--- src/rtl/hdlc_rx_pkg.sv ---
package hdlc_rx_pkg;
  localparam logic [15:0] CRC_PRESET = 16'hFFFF;
  localparam logic [15:0] CRC_GOOD   = 16'hF0B8;
  localparam logic [15:0] CRC_POLY_R = 16'h8408;
  localparam logic [7:0]  FLAG_BYTE  = 8'h7E;
  localparam int ERR_W    = 5;
  localparam int ERR_CRC  = 0;
  localparam int ERR_ABT  = 1;
  localparam int ERR_NOCT = 2;
  localparam int ERR_OVS  = 3;
  localparam int ERR_OVR  = 4;

  function automatic logic [15:0] crc_step(input logic [15:0] c, input logic b);
    crc_step = {1'b0, c[15:1]} ^ (((c[0] ^ b) == 1'b1) ? CRC_POLY_R : 16'h0000);
  endfunction
endpackage

--- src/rtl/hdlc_bit_unstuff.sv ---
module hdlc_bit_unstuff (
  input  logic clk_i,
  input  logic rst_ni,
  input  logic en_i,
  input  logic bit_i,
  output logic bit_vld_o,
  output logic bit_o,
  output logic flag_o,
  output logic abort_o
);
  logic [2:0] ones_q;

  assign bit_o = bit_i;

  always_comb begin
    bit_vld_o = 1'b0;
    flag_o    = 1'b0;
    abort_o   = 1'b0;
    if (en_i) begin
      if (bit_i) begin
        if (ones_q == 3'd6)      abort_o   = 1'b1;
        else if (ones_q != 3'd7) bit_vld_o = 1'b1;
      end else begin
        if (ones_q == 3'd6)                          flag_o    = 1'b1;
        else if (ones_q != 3'd5 && ones_q != 3'd7)   bit_vld_o = 1'b1;  // drop stuffed zero
      end
    end
  end

  always_ff @(posedge clk_i or negedge rst_ni) begin
    if (!rst_ni)   ones_q <= '0;
    else if (en_i) ones_q <= bit_i ? ((ones_q == 3'd7) ? 3'd7 : ones_q + 3'd1) : 3'd0;
  end


  abort_once_chk: assert property (@(posedge clk_i) disable iff (!rst_ni)
    abort_o |=> !abort_o);

  event_excl_chk: assert property (@(posedge clk_i) disable iff (!rst_ni)
    $onehot0({bit_vld_o, flag_o, abort_o}));
endmodule

--- src/rtl/hdlc_crc16.sv ---
module hdlc_crc16 import hdlc_rx_pkg::*; (
  input  logic        clk_i,
  input  logic        rst_ni,
  input  logic        init_i,
  input  logic        en_i,
  input  logic        bit_i,
  output logic [15:0] crc_o,
  output logic        good_o
);
  logic [15:0] crc_q;

  always_ff @(posedge clk_i or negedge rst_ni) begin
    if (!rst_ni)     crc_q <= CRC_PRESET;
    else if (init_i) crc_q <= CRC_PRESET;
    else if (en_i)   crc_q <= crc_step(crc_q, bit_i);
  end

  assign crc_o  = crc_q;
  assign good_o = (crc_q == CRC_GOOD);


  crc_preset_chk: assert property (@(posedge clk_i) disable iff (!rst_ni)
    init_i |=> crc_o == CRC_PRESET);
endmodule

--- src/rtl/hdlc_addr_match.sv ---
module hdlc_addr_match #(
  parameter int ADDR_W = 16,
  parameter int N_ADDR = 4
) (
  input  logic [ADDR_W-1:0]        addr_i,
  input  logic [ADDR_W-1:0]        mask_i,
  input  logic [N_ADDR*ADDR_W-1:0] match_i,
  output logic                     hit_o
);
  logic [N_ADDR-1:0] hit;

  for (genvar k = 0; k < N_ADDR; k++) begin : g_cmp
    assign hit[k] = (((addr_i ^ match_i[k*ADDR_W +: ADDR_W]) & mask_i) == '0);
  end

  assign hit_o = |hit;
endmodule

--- src/rtl/hdlc_rx_deframer.sv ---
module hdlc_rx_deframer import hdlc_rx_pkg::*; #(
  parameter int LEN_W  = 16,
  parameter int N_ADDR = 4,
  parameter int CNT_W  = 16
) (
  input  logic                     clk_i,
  input  logic                     rst_ni,
  input  logic                     rx_en_i,
  input  logic                     rx_bit_i,
  input  logic [LEN_W-1:0]         max_len_i,
  input  logic [15:0]              addr_mask_i,
  input  logic [N_ADDR*16-1:0]     addr_match_i,
  input  logic                     out_ready_i,
  output logic                     out_valid_o,
  output logic [7:0]               out_data_o,
  output logic                     out_first_o,
  output logic                     out_last_o,
  output logic                     stat_valid_o,
  output logic [LEN_W+ERR_W-1:0]   stat_o,
  output logic [CNT_W-1:0]         disc_cnt_o
);
  localparam int ST_W = LEN_W + ERR_W;
  localparam int PIPE = 7;  // bits of a flag emitted before it is recognised

  logic bvld, bval, flag, abrt;
  logic [PIPE-1:0] pipe_q;
  logic [2:0] pcnt_q;
  logic in_frame_q;
  logic [7:0] sh_q;
  logic [2:0] bcnt_q;
  logic [LEN_W-1:0] nbytes_q, len_q, nb_next;
  logic [2:0][7:0] dl_q;
  logic acc_q, ovs_q, ovr_q, hit, crc_good;
  logic [15:0] crc_val;
  logic out_valid_q, out_first_q, out_last_q, stat_valid_q;
  logic [7:0] out_data_q;
  logic [ST_W-1:0] stat_q;
  logic [CNT_W-1:0] disc_q;

  hdlc_bit_unstuff u_unstuff (
    .clk_i, .rst_ni, .en_i(rx_en_i), .bit_i(rx_bit_i),
    .bit_vld_o(bvld), .bit_o(bval), .flag_o(flag), .abort_o(abrt)
  );

  logic pop, pbit, fbit, byte_done;
  logic [7:0] new_byte;
  assign pop       = bvld && (pcnt_q == 3'(PIPE));
  assign pbit      = pipe_q[PIPE-1];
  assign fbit      = pop && in_frame_q;
  assign byte_done = fbit && (bcnt_q == 3'd7);
  assign new_byte  = {pbit, sh_q[7:1]};
  assign nb_next   = nbytes_q + LEN_W'(1);

  hdlc_crc16 u_crc (
    .clk_i, .rst_ni, .init_i(flag), .en_i(fbit), .bit_i(pbit),
    .crc_o(crc_val), .good_o(crc_good)
  );

  hdlc_addr_match #(.ADDR_W(16), .N_ADDR(N_ADDR)) u_match (
    .addr_i({new_byte, dl_q[0]}), .mask_i(addr_mask_i),
    .match_i(addr_match_i), .hit_o(hit)
  );

  logic take, ovs_set, deliver, end_ev, long_enough, aligned, report, flush;
  logic push, blocked, push_ok, ovr_now;
  assign take        = byte_done && !ovs_q && (nb_next <= max_len_i);
  assign ovs_set     = byte_done && !ovs_q && (nb_next > max_len_i);
  assign deliver     = take && acc_q && (nb_next >= LEN_W'(4));
  assign end_ev      = in_frame_q && (flag || abrt);
  assign long_enough = nbytes_q >= LEN_W'(4);
  assign aligned     = (bcnt_q == 3'd0);
  assign report      = end_ev && long_enough && acc_q;
  assign flush       = report && flag && aligned && !ovs_q;
  assign push        = deliver || flush;
  assign blocked     = out_valid_q && !out_ready_i;
  assign push_ok     = push && !blocked;
  assign ovr_now     = ovr_q || (push && blocked);

  logic [ERR_W-1:0] err;
  always_comb begin
    err           = '0;
    err[ERR_CRC]  = flag && aligned && !ovs_q && !crc_good;
    err[ERR_ABT]  = abrt;
    err[ERR_NOCT] = flag && !aligned;
    err[ERR_OVS]  = ovs_q;
    err[ERR_OVR]  = ovr_now;
  end

  always_ff @(posedge clk_i or negedge rst_ni) begin
    if (!rst_ni) begin
      pipe_q <= '0; pcnt_q <= '0; in_frame_q <= 1'b0;
      sh_q <= '0; bcnt_q <= '0; nbytes_q <= '0; len_q <= '0; dl_q <= '0;
      acc_q <= 1'b0; ovs_q <= 1'b0; ovr_q <= 1'b0;
    end else if (flag || abrt) begin
      pcnt_q     <= '0;
      in_frame_q <= flag;
      bcnt_q     <= '0;
      nbytes_q   <= '0;
      len_q      <= '0;
      acc_q      <= 1'b0;
      ovs_q      <= 1'b0;
      ovr_q      <= 1'b0;
    end else begin
      if (bvld) begin
        pipe_q <= {pipe_q[PIPE-2:0], bval};
        if (pcnt_q != 3'(PIPE)) pcnt_q <= pcnt_q + 3'd1;
      end
      if (fbit) begin
        sh_q   <= new_byte;
        bcnt_q <= bcnt_q + 3'd1;
      end
      if (take) begin
        nbytes_q <= nb_next;
        dl_q     <= {dl_q[1:0], new_byte};
        if (nb_next == LEN_W'(2)) acc_q <= hit;
      end
      if (ovs_set) ovs_q <= 1'b1;
      if (push)    ovr_q <= ovr_now;
      if (push_ok) len_q <= len_q + LEN_W'(1);
    end
  end

  always_ff @(posedge clk_i or negedge rst_ni) begin
    if (!rst_ni) begin
      out_valid_q <= 1'b0; out_data_q <= '0; out_first_q <= 1'b0; out_last_q <= 1'b0;
      stat_valid_q <= 1'b0; stat_q <= '0; disc_q <= '0;
    end else begin
      if (push_ok) begin
        out_valid_q <= 1'b1;
        out_data_q  <= dl_q[2];
        out_first_q <= deliver && (nb_next == LEN_W'(4));
        out_last_q  <= flush;
      end else if (out_valid_q && out_ready_i) begin
        out_valid_q <= 1'b0;
      end
      stat_valid_q <= report;
      if (report) stat_q <= {len_q + LEN_W'(flush && push_ok), err};
      if (end_ev && long_enough && !acc_q) disc_q <= disc_q + CNT_W'(1);
    end
  end

  assign out_valid_o  = out_valid_q;
  assign out_data_o   = out_data_q;
  assign out_first_o  = out_first_q;
  assign out_last_o   = out_last_q;
  assign stat_valid_o = stat_valid_q;
  assign stat_o       = stat_q;
  assign disc_cnt_o   = disc_q;


  hold_under_stall_chk: assert property (@(posedge clk_i) disable iff (!rst_ni)
    out_valid_o && !out_ready_i |=> out_valid_o && $stable(out_data_o));

  disc_step_chk: assert property (@(posedge clk_i) disable iff (!rst_ni)
    disc_cnt_o != $past(disc_cnt_o) |-> disc_cnt_o == $past(disc_cnt_o) + CNT_W'(1) && !stat_valid_o);

  stat_pulse_chk: assert property (@(posedge clk_i) disable iff (!rst_ni)
    stat_valid_o |=> !stat_valid_o);

  len_bound_chk: assert property (@(posedge clk_i) disable iff (!rst_ni)
    stat_valid_o |-> stat_o[ST_W-1:ERR_W] <= max_len_i);

  mask_zero_all_chk: assert property (@(posedge clk_i) disable iff (!rst_ni)
    take && nb_next == LEN_W'(2) && addr_mask_i == 16'h0000 |=> acc_q);
endmodule

--- config.mk ---
export PLATFORM = sky130hd
export DESIGN_NAME = hdlc_rx_deframer
export DESIGN_NICKNAME = d
export VERILOG_FILES = /design/src/rtl/hdlc_rx_pkg.sv /design/src/rtl/hdlc_bit_unstuff.sv /design/src/rtl/hdlc_crc16.sv /design/src/rtl/hdlc_addr_match.sv /design/src/rtl/hdlc_rx_deframer.sv
export SDC_FILE = /design/constraint.sdc
export NUM_CORES = 1
export LEC_CHECK = 0
export ABC_AREA = 1
export BUFFER_PORTS_ARGS = -buffer_cell sky130_fd_sc_hd__buf_2
export CORE_MARGIN = 2
export CORE_UTILIZATION = 30
export CTS_BUF_LIST = sky130_fd_sc_hd__clkbuf_8
export DETAILED_ROUTE_END_ITERATION = 16
export GPL_ROUTABILITY_DRIVEN = 0
export GPL_TIMING_DRIVEN = 0
export HOLD_SLACK_MARGIN = 0.08
export PLACE_DENSITY = 0.53
export SYNTH_ARGS = -nofsm -noshare
export SYNTH_HDL_FRONTEND = slang
export SYNTH_HIERARCHICAL = 1
export SYNTH_SLANG_ARGS = --single-unit
--- constraint.sdc ---
create_clock -name clk_i -period 3.2 [get_ports clk_i]
set_input_delay 0.64 -clock clk_i [delete_from_list [all_inputs] [get_ports clk_i]]
set_output_delay 0.64 -clock clk_i [all_outputs]
set_load 0.02 [all_outputs]
* Word-level counts from Yosys, hierarchy flattened
Index checks and enable logic that the tools add are counted.
** Word-level totals
- Register bits :: 149
- Bits in latches :: 0
- Memory bits (writable) :: 0
- Bits in read-only memories :: 0
- Input bits :: 101
- Output and inout bits :: 49
- Logic and storage cells :: 144
- Memories kept :: 0
** Cells by class
- $add $sub $neg :: 7
- $mul :: 0
- Div/mod/pow operators :: 0
- Magnitude comparators :: 4
- Equality and inequality tests :: 10
- Shifts and indexed selects :: 0
- Mux-type cells :: 34
- Bitwise gates (word level) :: 11
- Reduce and logical (&&, ||, !) cells :: 56
** Operator list (count)
- $mux W16 :: 7
- $and A16 B16 Y16 :: 4
- $logic_not A16 Y1 :: 4
- $xor A16 B16 Y16 :: 4
- $add A16 B1 Y16 const B :: 3
- $ge A16 B3 Y1 const B :: 2
- $logic_and A1 B1 Y1 :: 26
- $mux W3 :: 7
- $mux W1 :: 20
- $reduce_bool A2 Y1 :: 10
- $add A16 B1 Y16 :: 1
- $eq A16 B16 Y1 const B :: 1
- $eq A16 B2 Y1 const B :: 1
- $eq A16 B3 Y1 const B :: 1
- $gt A16 B16 Y1 :: 1
- $le A16 B16 Y1 :: 1
- $xor A15 B16 Y16 :: 1
- $eq A3 B3 Y1 const B :: 4
- $reduce_and A2 Y1 :: 5
- $add A3 B1 Y3 const B :: 3
- $ne A3 B3 Y1 const B :: 3
- $logic_not A1 Y1 :: 6
- $reduce_or A4 Y1 :: 1
- $logic_not A3 Y1 :: 1
- other kinds (3) :: 5

* Logic depth before layout (Yosys ltp)
Gate-level depths: netlist of run 1.
- Word-level depth :: 18
- Gate-level depth with buffers :: 23
- Mapped depth without buffers :: 23

* By module
The synthesis of run 1 kept the hierarchy.
** By module, submodules not included
- hdlc_rx_deframer :: instances 1, cells each 798, area an instance 6716.4 sq um
- hdlc_addr_match :: instances 1, cells each 314, area an instance 1301.2 sq um
- hdlc_crc16 :: instances 1, cells each 79, area an instance 794.5 sq um
- hdlc_bit_unstuff :: instances 1, cells each 35, area an instance 230.2 sq um

* Worst setup path after synthesis of run 1
Ideal clock, no wire load.
- Kind :: in2reg
- Start :: input rx_en_i
- End :: register stat_q[19], in the netlist stat_o[19]
- Setup time :: 117 ps
- Arrival time :: 3440 ps
- Data required time :: 3083 ps
- Setup slack :: -357 ps
- Cell stages on the path :: 18
- Cell sequence :: inv_2 nor3_1 nor2_1 nor2_1 nand2_1 nor2_4 inv_2 nor2_1 nand4_1 nor2_1 ha_1 ha_1 nand3_1 nor2_1 nand3_1 xnor2_1 nand2_1 nand2_1
** On the way
- Cells in the longest elaborated chain, start to end :: 12
** Ends and longest elaborated chain
- start, declared :: line hdlc_rx_deframer.sv:8 : input logic rx_en_i,
- $mux W1 (*) :: line hdlc_bit_unstuff.sv:19 : if (en_i) begin
- named net flag :: line hdlc_rx_deframer.sv:25 : logic bvld, bval, flag, abrt;
- $logic_or A1 B1 Y1 (*) :: line hdlc_rx_deframer.sv:69 : assign end_ev = in_frame_q && (flag || abrt);
- $logic_and A1 B1 Y1 (*) :: line hdlc_rx_deframer.sv:69
- $logic_and A1 B1 Y1 (*) (2 in series) :: line hdlc_rx_deframer.sv:72 : assign report = end_ev && long_enough && acc_q;
- named net report :: line hdlc_rx_deframer.sv:64 : logic take, ovs_set, deliver, end_ev, long_enough, aligned, report, flush;
- $logic_and A1 B1 Y1 (3 in series) :: line hdlc_rx_deframer.sv:73 : assign flush = report && flag && aligned && !ovs_q;
- $logic_or A1 B1 Y1 :: line hdlc_rx_deframer.sv:74 : assign push = deliver || flush;
- $logic_and A1 B1 Y1 :: line hdlc_rx_deframer.sv:76 : assign push_ok = push && !blocked;
- $logic_and A1 B1 Y1 :: line hdlc_rx_deframer.sv:137 : if (report) stat_q <= {len_q + LEN_W'(flush && push_ok), err};
- $add A16 B1 Y16 :: line hdlc_rx_deframer.sv:137
- end signal, assigned :: line hdlc_rx_deframer.sv:137
- end, declared :: line hdlc_rx_deframer.sv:37 : logic [ST_W-1:0] stat_q;
Mark *: on every way through the listed nets, which the timed path passes. The rest lies on a longest branch.
A chain may end at the register's enable or synchronous reset.

* Final worst setup path of run 1
- Start :: register nbytes_q[1]
- End :: register dl_q[2] (netlist name)
** On the way
- Cells in the longest elaborated chain, start to end :: 4
** Ends and longest elaborated chain
- start, declared :: line hdlc_rx_deframer.sv:31 : logic [LEN_W-1:0] nbytes_q, len_q, nb_next;
- start signal, assigned :: line hdlc_rx_deframer.sv:113 : nbytes_q <= nb_next;
- $add A16 B1 Y16 :: line hdlc_rx_deframer.sv:52 : assign nb_next = nbytes_q + LEN_W'(1);
- $le A16 B16 Y1 :: line hdlc_rx_deframer.sv:66 : assign take = byte_done && !ovs_q && (nb_next <= max_len_i);
- $logic_and A1 B1 Y1 :: line hdlc_rx_deframer.sv:66
- $reduce_and A2 Y1 (no line)
- end signal, assigned :: line hdlc_rx_deframer.sv:114 : dl_q <= {dl_q[1:0], new_byte};
- end, declared :: line hdlc_rx_deframer.sv:32 : logic [2:0][7:0] dl_q;
Every way passes these cells.

==> results of run 1 <==
[metrics by stage]
step | area [µm²] | utilization, % | total power [W] | setup slack [ps] | hold WS (ps)
after floorplan | 9054 | - | 0.003421 | 50.80 | 344.4
final | 11610 | 39.18 | 0.005663 | 48.20 | 477.4
after CTS | 10890 | 36.74 | 0.005621 | -21.31 | 477.5
after detailed placement | 10320 | 34.84 | 0.003877 | -907.3 | 458.5
after global placement | 10290 | 34.71 | 0.003823 | -912.8 | 454.8
after global routing | 11610 | 39.18 | 0.006072 | -191.0 | 492.5
[synth_stat cells (2+ instances only)]
cell type	instances	area, µm²
nand2_1	394	1479
nand2_2	6	37.54
a22oi_2	10	125.1
nand3_1	118	590.6
nor2_2	7	43.79
o21ai_1	9	45.04
clkbuf_1	5	18.77
a22oi_1	3	22.52
inv_2	8	30.03
buf_12	2	40.04
xnor2_1	13	113.9
dfrtp_1	132	3303
o22ai_1	10	62.56
nor2_1	75	281.5
nand4_1	25	156.4
buf_6	2	22.52
nor3_1	18	90.09
o21ai_2	9	78.83
inv_1	182	683.2
o21ai_0	50	250.2
nor4_1	2	12.51
or2_1	15	93.84
a21oi_1	15	75.07
buf_2	14	70.07
dfstp_2	16	420.4
ha_1	31	387.9
nand3_2	4	40.04
xor2_1	37	324.1
nor2_4	2	22.52
[worst max-delay path by stage]
stage | startpoint | endpoint | cells past startpoint
floorplan | rx_en_i | stat_o[19] | 18
global placement | rst_ni | sh_q[5] | 1
detailed placement | rx_en_i | stat_o[19] | 19
CTS | nbytes_q[0] | dl_q[8] | 22
global route | nbytes_q[1] | dl_q[3] | 21
finish | nbytes_q[1] | dl_q[2] | 21
[power by group through the flow]
| stage | clock network, W | logic [W] | registers [W] |
|---|---|---|---|
| 2_1_floorplan | 0 | 0.00101 | 0.00241 |
| 3_3_place_gp | 0 | 0.00135 | 0.00247 |
| 3_5_place_dp | 0 | 0.00140 | 0.00248 |
| 4_1_cts | 0.00177 | 0.00141 | 0.00245 |
| 5_1_grt | 0.00183 | 0.00175 | 0.00249 |
| 6_report | 0.00171 | 0.00151 | 0.00245 |
[metal layers]
| layer | GRT usage [%] | up-vias | share of wire [%] |
|---|---|---|---|
| met4 | 3.415 | 0 | 0.96 |
| met5 | 0 | - | 0 |
| met2 | 24.58 | 153 | 47 |
| met3 | 2.635 | 20 | 4.1 |
| li1 | - | 4276 | - |
| met1 | 20.61 | 3734 | 48 |
[logic make-up (layout without fill, tap and decap cells)]
| logic type | after synthesis | in the layout | share of synthesized area (%) |
|---|---|---|---|
| XOR/XNOR | 50 | 50 | 4.843 |
| flip-flops | 148 | 148 | 41.18 |
| buffers and inverters | 215 | 430 | 9.811 |
| AO/OA/AOI/OAI | 109 | 109 | 7.555 |
| AND/OR/NAND/NOR | 673 | 673 | 32.32 |
| adder cells (fa/ha/maj) | 31 | 31 | 4.289 |
[worst register-to-register path: cells and delay by family, from the launching register on]
kind | cells | cell delay (ps)
and+or+nand+nor | 15 | 1740
adders and majority gates | 2 | 460
buffers and inverters | 4 | 440
DFF | 1 | 410
[layout make-up]
cell class / count / area, µm²
Sequential cell: 148 / 3731
Clock buffer: 19 / 261.5
Inverter: 190 / 723.2
Clock inverter: 13 / 207.7
Multi-Input combinational cell: 863 / 4871
Timing Repair Buffer: 183 / 1120
Tap cell: 390 / 488.0
Buffer: 25 / 210.2
Fill cell: 3138 / 18030
[sequential cells by signal (all words and copies together), names as in the netlist]
signal,cells
dl_q,24
stat_o,21
disc_cnt_o,16
len_q,16
nbytes_q,16
u_crc/crc_o,16
out_data_o,8
pipe_q,7
sh_q,7
bcnt_q,3
pcnt_q,3
u_unstuff/ones_q,3
acc_q,1
in_frame_q,1
out_first_o,1
out_last_o,1
out_valid_o,1
ovr_q,1
ovs_q,1
stat_valid_o,1
[repair_timing]
item,in CTS,in global routing
gates cloned,0,4
endpoints found under the setup margin,78,80
buffers inserted,5,23
hold endpoints to repair,33,0
hold buffers,1,0
resized for setup,12,121
pin swaps,4,31
==> flow_results.org, run 1 <==
** Finish
- Total Nets Final :: approximately 1.6k
- Compared with the post-synthesis result, the final layout area differs by 28.42%.
- Leaving out fill and tap cells, the most frequent cells in the layout are nand2_1, inv_1, buf_2, dfrtp_1, nand3_1.
- Share of post-route cells with drive strength above 1 :: approximately 27%
- Most common cell after layout, fill and taps aside :: nand2_1
- Number of standard cells in the layout, taps in and fillers out :: approximately 1.8k
- 0 antenna diodes ended up in the layout.

** GRT
- Global-route usage over all layers :: between 15 and 20%
- The number of global-route vias before repair was just under 8k.
- Initial antenna violation count :: 0
- The first global-routing pass estimated approximately 38 mm of wire.
- Pin count of the biggest net entering global routing :: 116
- Gr ovfl total :: 0

** Power
- Part of the power in registers :: around 43%
- In this run, the clock network consumes between 30% and 40% of the power.
- Cell internal power was estimated by the tool at 0.003757 W.
- For this design the ratio of total power to cell area is between 400 and 500 nW/µm².
- Switching power of the nets :: about 0.0019 W
- Summed over all cells, the static leakage comes to about 6.2 nW.
- Switching share of power :: 33.65%
- Worst vdd ir :: 0.0002254 V
- In this run, the combinational gates consume a little over a quarter of the power.

** Logic synthesis
- Instance count of the mapped netlist :: around 1.2k
- Synth Cell Area :: around 9000 µm²
- Average instance area after synthesis :: 7.376 µm²
- The number of different library cells used by synthesis comes to 41.
- During synthesis, Yosys emitted a total of 6 warnings.
- Number of storage elements in the synthesis netlist :: 148
- Yosys mapped a number of flops with a built-in enable equal to 0.
- Top_reg_cell synth :: dfrtp_1
- When the netlist entered floorplanning its net count stood at about 1.4k.
- Counting flops with an async set or reset pin after synthesis yields a share of 100.0%.
- Part of the Yosys area used for sequential elements :: between 40% and 50%

** STA
- Finish-stage setup viols :: 0
- Max-slew violation total from the final report :: 0
- Final setup TNS :: 0 ps
- Worst clock skew :: 17.01 ps
- Min Tclk post-route :: roughly 3200 ps
- Unrepaired setup endpoints after global routing :: yes
- Hold Fails Final Rpt :: 0
- In the finished design, the share of the clock period the worst path needs comes to between 90% and 100%.
- Fmax :: around 0.32 GHz
- Worst rel slew slack :: between 40 and 50%
- At the pin with the least slew margin, the transition time is ~830 ps.

** Route
- DR pass1 iterations :: 5
- After the first detailed-routing iteration, the DRC count stood at approximately 550.
- WL per Instance :: approximately 13 µm
- Dividing the detail-routed via count by the number of cells gives ~4.5.
- After detailed routing, the number of remaining DRC violations is 0.
- Via Count :: 8183
- In this run the remaining antenna-violating nets after routing total 0.
- Wirelength, routed :: around 23 mm

** CTS
- Buffer levels on the longest clock path :: 2
- The H-tree generated during clock tree synthesis spans 4 levels.
- Clock transition at the register clock pins on the worst setup and hold paths after CTS :: ~90 ps
- The cell sitting at the root of the clock tree is a clkbuf_8.
- For this design, the sink count on the clock tree is around 150.
- The later pin in the worst-skew pair is clocked with a latency of ~460 ps.
- TritonCTS built the clock tree.
- Buffers inserted during clock tree synthesis total 17.

** Critical path
- Maximum fanout along the worst path :: 7
- Cell type group with the largest total delay on the critical path :: simple AND/OR/NAND/NOR gates
- The critical path contains buffers and inverters numbering 4 combined.
- Setup slack, reg-to-reg :: ~48 ps
- At the worst endpoint, the required time is around 3600 ps.
- The critical path is of the flop to flop type.
- STA classifies the critical path startpoint as a flop.
- The worst setup path is captured at a flop.
- Data arrival time of the worst path :: 3500 ps
- The worst register-to-register path begins at nbytes_q[1].
- Cells on worst reg2reg path :: 21
- For this run, the slowest stage of the critical path takes just over 400 ps.
- On the critical path, the stage with the largest delay is an instance of dfrtp_1.
- The cell that appears most often on the critical path is nand2_2.
- Cells traversed along the worst timing path :: ha_2 > nand2_2 > nor2_4 > nand4_1 > nand2_2 > inv_2 > ha_4 > nand2_1 > inv_1 > nand3_2 > nor2_2 > nand4_2 > nor2_1 > nand2_1 > nand2_2 > nand2_4 > nor2_4 > clkinv_4 > clkbuf_16 > nand2_2 > nand2_1
- Reg-to-Reg End :: dl_q[2]

** Floorplanning
- During I/O placement, the number of pins put on the boundary was 150.
- Effective utilization at floorplan :: a little under a third
- Row count :: 63
- In this run the horizontal extent of the chip is 177.6 µm.
- Die extent in y :: approximately 180 µm
- Std-Cell Core Area :: roughly 30000 µm²
- Die Outline Area :: about 32000 µm²

** Placement
- Port Buf Inserts :: ~150
- After detailed placement, the design holds a cell count of 1766.
- The wire-length estimate of the detail-placed layout is ~18 mm.

** Hold path
- Hold crit path type :: flop to flop
- The worst hold path was traced through 2 stages.
- The startpoint identified for the worst hold timing path is pipe_q[5].
- The path with the worst hold slack has its endpoint at pipe_q[5].

** Run
- Across the run, the number of max-cap violations was 0.

** Run status
- Status :: complete, no violations
No activity file was read; power rests on OpenSTA's default activity.
==> run 2, diff against run 1 <==
--- a/config.mk
+++ b/config.mk
@@ -5,7 +5,6 @@
 export SDC_FILE = /design/constraint.sdc
 export NUM_CORES = 1
 export LEC_CHECK = 0
-export ABC_AREA = 1
 export BUFFER_PORTS_ARGS = -buffer_cell sky130_fd_sc_hd__buf_2
 export CORE_MARGIN = 2
 export CORE_UTILIZATION = 30
@@ -15,6 +14,7 @@
 export GPL_TIMING_DRIVEN = 0
 export HOLD_SLACK_MARGIN = 0.08
 export PLACE_DENSITY = 0.53
+export SETUP_SLACK_MARGIN = 0.05
 export SYNTH_ARGS = -nofsm -noshare
 export SYNTH_HDL_FRONTEND = slang
 export SYNTH_HIERARCHICAL = 1
==> run 2 against run 1 <==
The flow now finishes with violations (setup timing). Core utilization grew 1.2 points. Worst setup slack lost 850 ps. Cell area shrank 3.4%. Sequential share of layout area increased by 1.1 points. Critical path type unchanged. Critical endpoint is now len_q[9]. Largest cell class unchanged.
==> flow_results.org, run 2 <==
** Logic synthesis
- Counting every instance in the synthesized netlist gives ~820.
- In this run the mean area of a mapped cell was between 10 and 15 µm².
- Summed over all instances, the cell type with the most area after synthesis is dfrtp_1.
- After synthesis, the share of flip-flops with an asynchronous set or reset is 100.0%.
- EDFF count, synth :: 0
- Top_reg_cell synth :: dfrtp_1
- Synth top area share :: 38.94%
- Leading post-synthesis cells by cell area :: dfrtp_1, xor2_1, mux2_2
- For this run, the number of Yosys warnings is 6.
- Post-synthesis cell type count :: 65
- Number of storage elements in the synthesis netlist :: around 150
- For this run, the register share of the synthesized area comes to a little over two fifths.
- Synth Cell Area :: 8483 µm²
- Library cell with the highest instance count after synthesis :: dfrtp_1
- When the netlist entered floorplanning its net count stood at 953.
- Ranked by instance count, the synthesized netlist is headed by dfrtp_1, xor2_1, nand2_1.

** STA
- For the pin with the worst max-slew slack, the measured transition is 704.3 ps.
- Setup violations remaining at the end of the flow were counted as 70.
- Setup repair after global routing could not meet its margin everywhere.
- The worst path in the final design needs a cycle of between 4000 and 5000 ps, including I/O delays and setup.
- Static timing analysis puts the maximum clock frequency at around 0.25 GHz.
- Worst rel slew slack :: 52.88%
- On the final layout, the worst clock skew is roughly 21 ps.
- Summed over all failing endpoints, the final setup total negative slack is -47260 ps.
- Max-slew violation total from the final report :: 0
- Hold Fails Final Rpt :: 0
- Fraction of the cycle the final worst path needs :: 125.0%
- Setup slack on the critical path of the routed design comes to -800.7 ps.

** Hold path
- In this run the most critical hold path is launched from rx_en_i.
- The path with the worst hold slack has its endpoint at u_unstuff/ones_q[2].
- Hold crit path type :: input pin to flop
- WHS Path Cells :: 2

** CTS
- The clock tree synthesis step divided the H-tree into 4 levels.
- CTS tree :: built
- Clock tree root buffer cell :: clkbuf_8
- Worst skew pair latency :: around 460 ps
- Buffer levels on the longest clock path :: 2
- The clock net in this run drives a total of roughly 150 sinks.
- After clock tree synthesis, the clock-pin slew on the worst setup and hold paths is 100 ps.
- Counting the buffers created by CTS gives 17.

** Critical path
- The worst register-to-register path ends at len_q[9].
- Critical path required time :: 3580 ps
- STA classifies the critical path startpoint as a flop.
- In this run the critical register-to-register path is launched from nbytes_q[3].
- Setup slack, reg-to-reg :: -800 ps
- Type of the worst setup path :: flop to flop
- The worst setup path is captured at a flop.
- Maximum fanout along the worst path :: 4
- Cells on worst reg2reg path :: 19
- At the worst endpoint, the arrival time is roughly 4400 ps.

** Floorplanning
- The initial utilization of the core area, before any placement, comes to 30.54%.
- Std-Cell Core Area :: roughly 28000 µm²
- After floorplanning, the core was divided into 61 placement rows.
- Die Outline Area :: 29640 µm²
- Number of primary I/O pins :: 150
- Chip Width :: between 150 and 200 µm
- The die is about 170 µm tall.

** Finish
- Multi-input gate area :: 4872 µm²
- Number of flip-flops under the largest register name :: 24
- Commonest cells after routing, fill and taps aside :: buf_2, dfrtp_1, xor2_1, nand2_1, mux2_2
- Fill cells in the final layout number ~2.8k.
- Share of post-route cells with drive strength above 1 :: 38.43%
- The register with the most flip-flops in the final layout is dl_q.
- Registers with the most flip-flops :: dl_q (24), stat_o (21)
- The area growth from synthesis to layout is 32.20%.
- Cells fill between 40% and 50% of the core in the end.
- Area used by sequential logic in the layout :: about 3700 µm²
- Antenna Diode Count :: 0
- At the end of the flow, the number of nets in the layout was approximately 1.2k.
- The library cell used most frequently in the layout, excluding fill and tap cells, is buf_2.

** Power
- Power spread over the standard cell area amounts to slightly above 400 nW/µm².
- Across the VDD grid, the largest voltage drop is ~0.00025 V.
- The analysis attributes to cell leakage a power of 5.662 nW.

** Placement
- Port Buf Inserts :: 149
- The HPWL after detailed placement is roughly 16 mm.

** Run status
- The checks that failed: setup timing.
- Status :: complete, but fails checks

** Route
- Count of unresolved DRC violations after routing :: 0
- First DRT Iteration DRCs :: around 300
- After detailed routing, the average wire length per cell comes to about 15 µm.
- The detail route stage leaves a number of antenna-violating nets equal to 0.
- After detailed routing, the total wire length is 21.95 mm.
- DR pass1 iterations :: 4
- Number of vias per cell after detailed routing :: 4.787
- The routed layout has 6855 vias.

** GRT
- Across every metal layer, demand over resource in global routing totals around 15%.
- For this run the aggregate overflow at the end of global routing stands at 0.
- Pin count of the biggest net entering global routing :: about 120
- The number of antenna violations at the first check in global routing came to 0.
- The number of global-route vias before repair was between 6k and 7k.
- The first global-routing pass estimated 35.16 mm of wire.

** Run
- Across the run, the number of max-cap violations was 0.
-- run 2: how the worst max path moves through the flow --
stage	slack (ps)	endpoint	startpoint	cells past startpoint
finish	-800	len_q[9]	nbytes_q[3]	19
global route	-1000	len_q[11]	nbytes_q[10]	16
CTS	-800	out_data_o[6]	nbytes_q[2]	16
detailed placement	-1180	nbytes_q[10]	nbytes_q[0]	16
global placement	-1200	nbytes_q[0]	rst_ni	1
floorplan	-530	len_q[13]	nbytes_q[2]	16
-- run 2: stage by stage --
step	cells	worst slack (ps)	hold slack, ps	area [µm²]	total power [W]
after floorplan	821	-526.9	344.4	8559	0.002837
after global placement	1348	-1201	455.7	9778	0.003084
after detailed placement	1349	-1178	459.9	9816	0.003110
after CTS	1414	-797.3	429.5	10900	0.004610
after global routing	1432	-995.6	431.7	11210	0.004806
final	1432	-800.7	458.2	11210	0.004547
-- run 2: timing repair --
| item | in CTS | in global routing |
|---|---|---|
| endpoints found under the setup margin | 98 | 87 |
| resized for setup | 81 | 52 |
| hold endpoints to repair | 32 | 0 |
| pin swaps | 30 | 19 |
| gates cloned | 3 | 0 |
| buffers inserted | 33 | 20 |
| hold buffers | 1 | 0 |
-- run 2: logic make-up after synthesis --
| group | count (synthesis) | synth area share [%] |
|---|---|---|
| AND/OR/NAND/NOR | 247 | 15.40 |
| flip-flops | 148 | 43.89 |
| AO/OA/AOI/OAI | 141 | 11.70 |
| XOR/XNOR | 129 | 13.67 |
| buffers and inverters | 71 | 3.687 |
| multiplexers | 54 | 7.080 |
| adder cells (fa/ha/maj) | 31 | 4.572 |
-- run 2: critical path: stages (launching register included) --
cell and delay [ps]:
dfrtp_1 390, buf_6 120, nand4_1 90, buf_6 130
nor3_4 40, buf_4 130, buf_4 120, buf_4 120
buf_4 120, buf_4 130, xor2_1 140, ha_1 300
nand4_1 120, a2111o_1 490, a2111oi_4 330, a31o_4 160
a41oi_4 160, buf_4 190, or4_1 500, a21oi_2 150
-- run 2: power breakdown --
part	switching [W]	internal, W	leakage, nW
Clock	0.000813	0.000659	0.196
Combinational	0.000329	0.000445	3.49
Sequential	0.000179	0.00212	1.98
Total	0.00132	0.00323	5.66
-- run 2: cell type report --
class | instances | share of cell area, %
multi-input combinational | 602 | 43.45
sequential | 148 | 33.23
timing repair buffer | 206 | 12.22
tap | 378 | 4.217
buffer | 36 | 2.421
clock buffer | 18 | 2.209
clock inverter | 14 | 1.261
inverter | 30 | 1.004
-- run 2: layer usage --
layer | up-vias | routed length (µm) | GRT usage (%) | share of wire [%]
met1 | 3331 | 10070 | 19.55 | 46
met5 | - | 0 | 0 | 0
met2 | 169 | 10650 | 26.16 | 49
met4 | 0 | 165 | 3.106 | 0.75
li1 | 3340 | - | - | -
met3 | 15 | 1063 | 3.342 | 4.8
==> run 3, diff against run 2 <==
--- a/config.mk
+++ b/config.mk
@@ -15,6 +15,7 @@
 export HOLD_SLACK_MARGIN = 0.08
 export PLACE_DENSITY = 0.53
 export SETUP_SLACK_MARGIN = 0.05
+export SKIP_LAST_GASP = 1
 export SYNTH_ARGS = -nofsm -noshare
 export SYNTH_HDL_FRONTEND = slang
 export SYNTH_HIERARCHICAL = 1
==> run 3 against run 2 <==
The flow still finishes with violations (setup timing). Final cell count unchanged. Total power about the same. Non-clock buffer count unchanged. Global-route usage about the same. Die area unchanged. Cell area about the same. Critical path depth unchanged.
==> flow_results.org, run 3 (synthesized netlist as in run 2, its figures left out) <==
** Run status
- The run finished, with violations left.
- The checks that failed: setup timing.

** Power
- Worst vdd ir :: about 0.00026 V
- Clock power frac :: roughly a third
- Power comes to approximately 0.0045 W.
- Leak pwr :: approximately 5.7 nW
- Part of the power in registers :: roughly half
- Net switching is ~29% of the power.
- Summed over all nets, the switching power comes to around 0.0013 W.
- Internal :: roughly 0.0032 W
- In this run the power density over the cells is around 400 nW/µm².
- Combinational cells account for 17.0% of the total power.

** Finish
- Most common cell after layout, fill and taps aside :: buf_2
- The register with the most flip-flops in the layout has 24 of them.
- Commonest cells after routing, fill and taps aside :: buf_2, dfrtp_1, xor2_1, nand2_1
- Number of standard cells in the layout, taps in and fillers out :: roughly 1.4k
- Total Nets Final :: roughly 1.2k
- After routing the design area is around 11000 µm².
- From synthesis to final layout, the design area changed by 32.08%.
- Registers with the most flip-flops :: dl_q (24), stat_o (21)
- Share of post-route cells with drive strength above 1 :: between 30% and 40%
- Once layout is complete, the utilization of the core stands at about two fifths.
- Largest register by flop count :: dl_q
- Antenna Diode Count :: 0

** GRT
- First-pass GRT wire length :: about 35 mm
- Entering global routing, the biggest net connects 117 pins.
- Global-route usage over all layers :: around 15%
- Gr ovfl total :: 0
- Initial antenna violation count :: 0
- Number of global-route vias before repair :: 6851

** Run
- Reported max-cap violation count :: 0

** Placement
- Detailed placement finished with a half-perimeter wire length of 15.71 mm.
- In this run, placement finished with an instance count of 1349.
- Port Buf Inserts :: ~150
- Instance area at placement :: just under 10000 µm²

** Critical path
- CP Launch Type :: flop
- Along the worst path, the maximum fanout reaches 4.
- Critical path required time :: approximately 3600 ps
- At the worst endpoint, the arrival time is 4410 ps.
- The worst setup path is captured at a flop.
- By startpoint and endpoint, the worst setup path is classified as flop to flop.

** Floorplanning
- Chip Width :: around 170 µm
- The die is approximately 170 µm tall.
- Die Outline Area :: around 30000 µm²
- Number of primary I/O pins :: 150
- Std-Cell Core Area :: between 20000 and 30000 µm²
- The initial utilization of the core area, before any placement, comes to a little under a third.
- The floorplan has 61 rows.

** STA
- Hold Fails Final Rpt :: 0
- Finish-stage setup viols :: 70
- Transition time at the pin with the least slew margin :: a little over 700 ps
- Setup repair after global routing could not meet its margin everywhere.
- Worst clock skew :: about 23 ps
- Fraction of the cycle the final worst path needs :: 126.0%
- Measured against its own limit, the worst slew margin works out to between 50% and 60%.
- Fmax :: roughly 0.25 GHz
- Setup slack of the critical path after layout :: -830.9 ps
- Max-slew violation total from the final report :: 0
- Counting I/O delays and the setup requirement, the final critical path takes about 4000 ps.

** Hold path
- The worst hold path belongs to the class input pin to flop.

** Route
- The routed design has 21.94 mm of wire.
- The count of nets left with antenna violations once routing finished came out at 0.
- Count of unresolved DRC violations after routing :: 0
- In the routed layout, each cell is associated on average with a via count of approximately 4.8.
- After detailed routing, the average wire length per cell comes to between 15 and 20 µm.
- Via Count :: about 6.8k
- DR pass1 iterations :: 5
- In this run, the number of DRC markers left after iteration 0 of detailed routing was approximately 340.

** CTS
- Buffers inserted during clock tree synthesis total 17.
- After clock tree synthesis, the clock-pin slew on the worst setup and hold paths is ~100 ps.
- Clk sinks :: around 150
- In this run the clock root is driven by a clkbuf_8.
- Worst skew pair latency :: 450 ps
- CTS tree :: built
- Buffer levels on the longest clock path :: 2
- Total number of H-tree levels :: 4
==> run 3: cell type report <==
type | count | area [µm²]
fill | 2800 | 16580
multi-input combinational | 602 | 4866
sequential | 148 | 3726
timing repair buffer | 206 | 1366
tap | 378 | 473.0
buffer | 36 | 271.5
clock buffer | 18 | 247.7
clock inverter | 14 | 141.4
inverter | 30 | 112.6
==> run 3: power groups by stage <==
stage | sequential [W] | clock [W] | combinational (W)
2_1_floorplan | 0.00227 | 0 | 0.000562
3_5_place_dp | 0.00234 | 0 | 0.000774
3_3_place_gp | 0.00233 | 0 | 0.000751
6_report | 0.00230 | 0.00147 | 0.000774
4_1_cts | 0.00230 | 0.00152 | 0.000783
5_1_grt | 0.00233 | 0.00161 | 0.000870
==> run 3: routing by layer <==
| metal | routed length, µm | vias to the layer above | part of all wire [%] | GRT usage [%] |
|---|---|---|---|---|
| met1 | 10090 | 3315 | 46 | 19.56 |
| met2 | 10710 | 164 | 49 | 26.12 |
| met4 | 123 | 0 | 0.56 | 3.106 |
| li1 | - | 3333 | - | - |
| met5 | 0 | - | 0 | 0 |
| met3 | 1020 | 8 | 4.6 | 3.342 |
==> run 3: what timing repair did <==
action / 4_1_cts / 5_1_grt
hold buffers: 1 / 0
gates resized for setup: 79 / 51
gates cloned: 3 / 0
pin swaps: 30 / 19
endpoints found under the setup margin: 98 / 87
setup buffers: 33 / 20
endpoints found under the hold margin: 32 / 0
==> run 3: final timing paths <==
check | startpoint | cells after the start | endpoint | slack (ps)
max | nbytes_q[3] | 19 | len_q[9] | -830
min | rx_en_i | 2 | u_unstuff/ones_q[2] | 460
max reg2reg | nbytes_q[3] | 19 | len_q[9] | -830
min reg2reg | disc_cnt_o[15] | 1 | disc_cnt_o[15] | 480
max in group asynchronous | rst_ni | 3 | nbytes_q[1] | 1690
min in group asynchronous | rst_ni | 2 | dl_q[18] | 630
==> run 3: critical path, stage by stage (launching register included) <==
cell and delay (ps):
dfrtp_1 390, buf_6 120, nand4_1 100, buf_6 140
nor3_4 40, buf_4 130, buf_4 120, buf_4 120
buf_4 120, buf_4 130, xor2_1 140, ha_1 300
nand4_1 120, a2111o_1 500, a2111oi_4 330, a31o_4 160
a41oi_4 160, buf_4 190, or4_1 500, a21oi_2 150
==> run 3: through the flow <==
step           setup WS, ps  hold WS [ps]  setup TNS (ps)
5_1_grt              -995.4         431.7          -60630
3_5_place_dp          -1178         459.9          -77640
4_1_cts              -797.3         429.5          -50180
3_3_place_gp          -1201         455.7         -196870
6_report             -830.9         460.5          -49170
2_1_floorplan        -526.9         344.4          -29490
